[config.mk]
export PLATFORM = sky130hd
export DESIGN_NAME = uart_modem_ctl
export DESIGN_NICKNAME = d
export VERILOG_FILES = /design/src/rtl/mdm_pkg.sv /design/src/rtl/mdm_sync.sv /design/src/rtl/mdm_events.sv /design/src/rtl/mdm_mfmux.sv /design/src/rtl/uart_modem_ctl.sv
export SDC_FILE = /design/constraint.sdc
export NUM_CORES = 1
export LEC_CHECK = 0
export BUFFER_PORTS_ARGS = -buffer_cell sky130_fd_sc_hd__buf_2
export CORE_MARGIN = 3
export CORE_UTILIZATION = 38
export CTS_CLUSTER_DIAMETER = 40
export DETAILED_ROUTE_END_ITERATION = 10
export PLACE_DENSITY = 0.79
export SKIP_CTS_REPAIR_TIMING = 1
export SYNTH_ARGS = -nofsm -noshare
export SYNTH_HDL_FRONTEND = slang
export SYNTH_SLANG_ARGS = --single-unit
[constraint.sdc]
create_clock -name clk -period 1.1 [get_ports clk]
set_input_delay 0.055 -clock clk [delete_from_list [all_inputs] [get_ports clk]]
set_output_delay 0.055 -clock clk [all_outputs]
set_load 0.03 [all_outputs]
[src/rtl/mdm_pkg.sv]
package mdm_pkg;

    localparam int DATA_W      = 8;
    localparam int MCR_DTR_BIT = 0;
    localparam int MCR_OP2_BIT = 3;
    localparam int IER_MSI_BIT = 3;
    localparam int AFR_SEL_LSB = 1;
    localparam int MSR_W       = 4;

    typedef enum logic [1:0] {
        MF_OP2   = 2'b00,
        MF_BAUD  = 2'b01,
        MF_RXRDY = 2'b10,
        MF_RSV   = 2'b11
    } mf_sel_e;

    typedef struct packed {
        logic    dtr_on;
        logic    op2_on;
        logic    msi_en;
        mf_sel_e sel;
    } mdm_ctl_t;

    typedef struct packed {
        logic ri_act;
        logic dsr_act;
        logic ri_evt;
        logic dsr_evt;
    } mdm_stat_t;

    // Active-low ready flag: high when nothing usable is in the receive path
    function automatic logic rxrdy_level(input logic empty, input logic trig,
                                         input logic dma);
        return dma ? (empty | ~trig) : empty;
    endfunction

endpackage

[src/rtl/mdm_sync.sv]
module mdm_sync #(
    parameter int W      = 2,
    parameter int STAGES = 2,
    parameter logic RST_VAL = 1'b1
) (
    input  logic         clk,
    input  logic         rst,
    input  logic [W-1:0] d,
    output logic [W-1:0] q
);
    logic [W-1:0] chain [STAGES];

    genvar s;
    generate
        for (s = 0; s < STAGES; s++) begin : g_stage
            always_ff @(posedge clk) begin
                if (rst)
                    chain[s] <= {W{RST_VAL}};
                else if (s == 0)
                    chain[s] <= d;
                else
                    chain[s] <= chain[(s == 0) ? 0 : s-1];
            end
        end
    endgenerate

    assign q = chain[STAGES-1];
endmodule

[src/rtl/mdm_events.sv]
module mdm_events (
    input  logic clk,
    input  logic rst,
    input  logic dsr_s,
    input  logic ri_s,
    input  logic clr,
    output logic dsr_evt,
    output logic ri_evt
);
    logic dsr_prev, ri_prev;
    logic dsr_hit, ri_hit;

    assign dsr_hit = dsr_s ^ dsr_prev;
    assign ri_hit  = ri_s & ~ri_prev;

    always_ff @(posedge clk) begin
        if (rst) begin
            dsr_prev <= 1'b1;
            ri_prev  <= 1'b1;
            dsr_evt  <= 1'b0;
            ri_evt   <= 1'b0;
        end else begin
            dsr_prev <= dsr_s;
            ri_prev  <= ri_s;
            dsr_evt  <= dsr_hit | (dsr_evt & ~clr);
            ri_evt   <= ri_hit  | (ri_evt  & ~clr);
        end
    end
endmodule

[src/rtl/mdm_mfmux.sv]
module mdm_mfmux
    import mdm_pkg::*;
(
    input  logic    clk,
    input  logic    rst,
    input  mf_sel_e sel,
    input  logic    op2_on,
    input  logic    baud16,
    input  logic    rx_empty,
    input  logic    rx_trig,
    input  logic    dma_mode,
    output logic    mf_out
);
    logic mf_nxt;

    always_comb begin
        unique case (sel)
            MF_BAUD:  mf_nxt = baud16;
            MF_RXRDY: mf_nxt = rxrdy_level(rx_empty, rx_trig, dma_mode);
            default:  mf_nxt = ~op2_on;
        endcase
    end

    always_ff @(posedge clk) begin
        if (rst) mf_out <= 1'b1;
        else     mf_out <= mf_nxt;
    end
endmodule

[src/rtl/uart_modem_ctl.sv]
module uart_modem_ctl
    import mdm_pkg::*;
#(
    parameter int SYNC_STAGES = 2
) (
    input  logic              clk,
    input  logic              rst,
    input  logic              wr_mcr,
    input  logic              wr_ier,
    input  logic              wr_afr,
    input  logic [DATA_W-1:0] wr_data,
    input  logic              rd_msr,
    input  logic              dsr_n,
    input  logic              ri_n,
    input  logic              baud16,
    input  logic              rx_empty,
    input  logic              rx_trig,
    input  logic              dma_mode,
    output logic              dtr_n,
    output logic              mf_out,
    output logic              irq,
    output logic [MSR_W-1:0]  msr_q
);
    mdm_ctl_t  ctl_q;
    mdm_stat_t stat;
    logic [1:0] pins_s;
    logic [1:0] sel_q;
    logic       op2_q;

    always_ff @(posedge clk) begin
        if (rst) begin
            ctl_q <= '{dtr_on: 1'b0, op2_on: 1'b0, msi_en: 1'b0, sel: MF_OP2};
        end else begin
            if (wr_mcr) begin
                ctl_q.dtr_on <= wr_data[MCR_DTR_BIT];
                ctl_q.op2_on <= wr_data[MCR_OP2_BIT];
            end
            if (wr_ier)
                ctl_q.msi_en <= wr_data[IER_MSI_BIT];
            if (wr_afr)
                ctl_q.sel <= mf_sel_e'(wr_data[AFR_SEL_LSB +: 2]);
        end
    end

    mdm_sync #(.W(2), .STAGES(SYNC_STAGES), .RST_VAL(1'b1)) u_sync (
        .clk (clk),
        .rst (rst),
        .d   ({ri_n, dsr_n}),
        .q   (pins_s)
    );

    mdm_events u_evt (
        .clk     (clk),
        .rst     (rst),
        .dsr_s   (pins_s[0]),
        .ri_s    (pins_s[1]),
        .clr     (rd_msr),
        .dsr_evt (stat.dsr_evt),
        .ri_evt  (stat.ri_evt)
    );

    assign stat.dsr_act = ~pins_s[0];
    assign stat.ri_act  = ~pins_s[1];

    mdm_mfmux u_mf (
        .clk      (clk),
        .rst      (rst),
        .sel      (ctl_q.sel),
        .op2_on   (ctl_q.op2_on),
        .baud16   (baud16),
        .rx_empty (rx_empty),
        .rx_trig  (rx_trig),
        .dma_mode (dma_mode),
        .mf_out   (mf_out)
    );

    assign sel_q = ctl_q.sel;
    assign op2_q = ctl_q.op2_on;
    assign dtr_n = ~ctl_q.dtr_on;
    assign irq   = ctl_q.msi_en & (stat.dsr_evt | stat.ri_evt);
    assign msr_q = stat;
endmodule

; ---- Yosys cells after proc, flatten, opt, wreduce, memory -nomap -nowiden
; Memories as Yosys holds them, arrays and structs flattened.
; Cells that the tools add are included.
[word_totals]
memories = 1
reg_bits = 10
mem_bits_rw = 4
output_inout_bits = 7
[memory_table]
columns = name, depth, width, rd, rd_ports_with_merged_regs, wr, line_no
row1 = u_sync.chain, 2, 2, 2, 0, 2, mdm_sync.sv:11  ; logic [W-1:0] chain [STAGES];
[op_classes]
mux = 7
bitwise_logic = 18
n_eq_ne = 2
[ops]
columns = op, count
row1 = inverter 1 bit, 7
row2 = OR 1 bit, 6
row3 = AND 1 bit, 4
row4 = two-way mux 1 bit, 4
row5 = two-way mux 2 bit, 2
row6 = "== test 2 x 1 -> 1 bit, second input constant", 1
row7 = "== test 2 bit, second input constant", 1
row8 = case mux 1 bit (2 select lines), 1
row9 = XOR 1 bit, 1

; ---- Longest topological paths before layout
[logic_depth]
word_depth = 4
ltp_mapped = 4
mapped_depth_nobuf = 4

; ---- By module
; A second synthesis with hierarchy kept.
[unflattened]
hier_cells = 51
area_unflattened_um2 = 513.0
[by_module_without_submodules]
columns = mod, area_each_um2, cells_each, instances
row1 = uart_modem_ctl, 187.7, 19, 1
row2 = mdm_events, 130.1, 12, 1
row3 = mdm_sync, 105.1, 8, 1
row4 = mdm_mfmux, 90.1, 12, 1

; ---- Worst setup path after synthesis
; No wires, ideal clock.
[synth_path]
kind = register -> register
startpoint = register, netlist name sel_q[0]
endpoint = register u_mf.mf_out
stages_incl_launch_ff = 5
t_arrival_ns = 0.888
setup_slack_ns = 0.081
synth_period_minus_slack_ns = 1.019
path_buffers = 0
setup_ns = 0.130
path_cell_list = dfxtp_1 > inv_1 > ha_1 > a21oi_1 > o311ai_1
[synth_between]
elab_chain_cells = 2
word_cells_on_any_way = 3
classes_between = eq/ne: 2 / mux: 1
[synth_lines]
columns = item, line_no
row1 = == test 2 bit or == test 2 x 1 -> 1 bit (tied branches), mdm_mfmux.sv:17  ; unique case (sel)
row2 = case mux 1 bit (2 select lines) *, mdm_mfmux.sv:17
row3 = to (signal assigned), mdm_mfmux.sv:26  ; else mf_out <= mf_nxt;
row4 = to (decl), mdm_mfmux.sv:12  ; output logic mf_out
; Mark *: on every way between the ends. The rest lies on a longest branch, timed or not.
; A chain may end at the register's enable or synchronous reset.

; ---- Final worst setup path
[layout_path]
startpoint = register, netlist name sel_q[0]
endpoint = register u_mf.mf_out
[layout_between]
elab_chain_cells = 2
word_cells_on_any_way = 3
classes_between = eq/ne: 2 / mux: 1
[layout_lines]
columns = item, line_no
row1 = == test 2 bit or == test 2 x 1 -> 1 bit (tied branches), mdm_mfmux.sv:17
row2 = case mux 1 bit (2 select lines) *, mdm_mfmux.sv:17
; Marks and branches as above.

==> impl_summary.md <==
Pwr
For this design the static power due to leakage is 0.3578 nW. The areal power density over the cells is 1460 mW/mm². The largest vdd supply drop is 0.9115 mV.

Routing
Wires add up to 848 µm. The number of DRC violations after detailed-routing iteration 0 is 0. For this run, design rule violations remaining after detail routing come to 0. After detailed routing, the average wire length per cell comes to 9.021 µm. The number of vias per cell after detailed routing is 4.191.

The count of vias placed by the detailed router is 394. In this run the remaining antenna-violating nets after routing total 0. The number of iterations in the first detailed-routing pass is 1.

Timing
The count of endpoints failing hold in the final timing report was 0. The setup clock skew after layout is 2.627 ps. The pin slew with the least headroom to its limit is 229.4 ps. The final-layout setup total negative slack is 0 ps. Setup violations remaining at the end of the flow were counted as 0. On the final layout, the worst hold slack is 15.68 ps.

The final-report max-slew violation count was 0. The worst slew slack as a fraction of its limit is 84.47%. Setup repair after global routing left no endpoint under its margin. Timing would allow up to 945.5 MHz. After layout, the minimum clock period comes to 1058 ps.

The final critical path takes up 96.15% of the cycle.

GRT
Across every metal layer, demand over resource in global routing totals 9.797%. The maximum number of pins on one net before global-route repair is 15. The via count of the first global-routing pass was 354. The initial antenna violation count is 0.

The first global-routing pass estimated 1380 µm of wire. After global routing the overflow that remains totals 0.

Floorplanning
The count of pins on the block boundary is 27. The chip width is 43.72 µm. The core region is 0.001216 mm². The standard-cell row count is 12. The die covers 0.001911 mm².

The initial utilization of the core area, before any placement, comes to 44.44%. The y dimension of the die is 43.72 µm.

Placement
Once detailed placement completed, the half-perimeter wirelength came to 630.2 µm. The global placement routability congestion is 0.6784. Input and output buffers added on the ports amount to 22.

Clock tree
Clock-pin slew was measured on the worst setup and hold paths at 80 ps. At the later pin of the worst-skew pair, clock insertion delay measures 270 ps. The number of buffers added by the clock tree synthesis step is 3. The clock drives 14 sinks. The CTS tree is yes. The clock passes through at most 2 buffers. In this run the number of H-tree levels came out at 1. The root buffer cell chosen for the clock tree is clkbuf_4.

Synthesis
The commonest cells after synthesis are dfxtp_1 (14), inv_1 (9), mux2i_1 (5), nor2_1 (5). The top cell type by total area after synthesis is dfxtp_1. In this run, synthesis inferred 0 flip-flops with an integrated enable. The net count of the mapped netlist is 76. Sorting the synthesized cells by area gives the leading types as dfxtp_1 (52%), mux2i_1 (9.3%), inv_1 (6.3%). The number of distinct library cell variants in the gate-level netlist after synthesis is 17. The dominant combinational cell family by area after synthesis is simple AND/OR/NAND/NOR gates.

After synthesis, the mean cell area works out to 10.01 µm². For this run, the number of Yosys warnings is 0. Of the total synthesized cell area, the portion taken by XOR and XNOR cells is 1.620%. The portion of synthesized cell area occupied by the leading cell type is 51.85%. The post-synthesis simple-gate area fraction is 14.58%.

Counting every instance in the synthesized netlist gives 54. The register bit total from synthesis is 14. The synthesized netlist devotes 6.944% of its cell area to compound gates. The share of flip-flops with an asynchronous set or reset after synthesis is 0%.

Of the total synthesized cell area, the portion taken by full adders, half adders and majority gates is 4.630%. The post-synthesis cell area is 540.5 µm². The proportion of synthesized chip area in sequential cells is 51.85%. After synthesis, the share of cell area in mux cells is 9.259%. Among all flip-flop cells after synthesis, the most frequent one is dfxtp_1. The most numerous cell in the Yosys netlist is dfxtp_1.

Final layout
The fraction of layout cells with a size suffix above 1 is 38.75%. The total inserted antenna cells is 0. In the final design database the tool counted 103 nets. Compared with the post-synthesis result, the final layout area differs by 30.56%. The post-route core utilization is 58.02%.

Critical path
The critical path endpoint category is a flip-flop. Of all nets on the critical path, the largest fanout is 3. STA puts the critical path data required time at 1260 ps.

The worst setup path category is reg2reg. Data on the critical path arrives at its endpoint at 1220 ps. The worst setup path is launched from a flip-flop.

Status
The flow ran to the end, and the final reports show no timing, DRC or antenna violations.

Run
The number of max-cap violations is 0.

Worst hold path
The kind of path behind the tightest hold check is in2reg.
## report_power, final
group	switching (mW)	total (mW)	internal [mW]	leakage (nW)
Combinational	0.0660	0.130	0.0637	0.221
Clock	0.156	0.357	0.201	0.0210
Sequential	0.0111	0.544	0.532	0.115
## critical path: stages (launching register included)
cell,delay [ps]
dfxtp_1,330
inv_1,40
ha_1,320
a21oi_1,150
o311ai_1,100
## kinds of logic (layout without fill, tap and decap cells)
kind of cell,after synthesis,in the layout
and+or+nand+nor,14,14
xor gates and xnor gates,1,1
AOI/OAI and AO/OA,6,6
buffers and inverters,12,38
muxes,5,5
DFF,14,14
adders and majority gates,2,2
## path summary, 6_finish.rpt
| kind | slack (ps) | from | end | cells past startpoint |
|---|---|---|---|---|
| min | 20 | wr_data[0] | ctl_q[4]$_SDFFE_PP0P_ | 3 |
| max | 40 | sel_q[0]$_SDFFE_PP0P_ | u_mf.mf_out$_SDFF_PP1_ | 4 |
| max reg2reg | 40 | sel_q[0]$_SDFFE_PP0P_ | u_mf.mf_out$_SDFF_PP1_ | 4 |
| min reg2reg | 410 | u_sync.chain[0][1]$_SDFF_PP1_ | u_sync.chain[1][1]$_SDFF_PP1_ | 1 |
## metal layers
layer	routed length [µm]	part of all wire, %	up-vias	track usage (%)
met5	0	0	-	0
met4	0	0	0	3.614
met3	94	11	0	6.224
met2	403	48	17	15.41
met1	350	41	159	10.55
li1	-	-	218	-
## layout by cell type (no fill, tap or decap), types with 2 or more instances in the layout
cell type	netlist	routed
or2_2	3	3
mux2i_1	5	5
inv_1	9	9
or2_1	3	3
buf_2	0	22
ha_1	2	2
a21oi_1	3	3
nor2_1	5	5
dlygate4sd3_1	0	2
clkbuf_4	0	3
dfxtp_1	14	14
## sequential cells by signal, summed over array words and instances, names as in the netlist
register / count
sel_q: 2
u_sync.chain: 4
op2_q: 1
u_mf.mf_out: 1
u_evt.ri_evt: 1
ctl_q: 2
u_evt.dsr_evt: 1
u_evt.dsr_prev: 1
u_evt.ri_prev: 1
## per-stage QoR
| step | total power, mW | instance area, µm² | setup slack, ps | std cells |
|---|---|---|---|---|
| global route | 1.094 | 705.7 | 8.009 | 94 |
| CTS | 1.045 | 685.7 | 38.44 | 92 |
| floorplan | 0.6354 | 540.5 | 81.35 | 54 |
| global placement | 0.6764 | 649.4 | 86.32 | 88 |
| detailed placement | 0.6811 | 649.4 | 47.44 | 88 |
| finish | 1.030 | 705.7 | 42.37 | 94 |
## area by class of cell
| type | instances | area [µm²] |
|---|---|---|
| fill | 118 | 510.5 |
| sequential | 14 | 280.3 |
| tap | 14 | 17.52 |
| timing repair buffer | 25 | 137.6 |
| multi-input combinational | 28 | 200.2 |
| clock buffer | 4 | 36.28 |
| inverter | 9 | 33.78 |
Note: power is estimated with default switching activity, not from simulation.
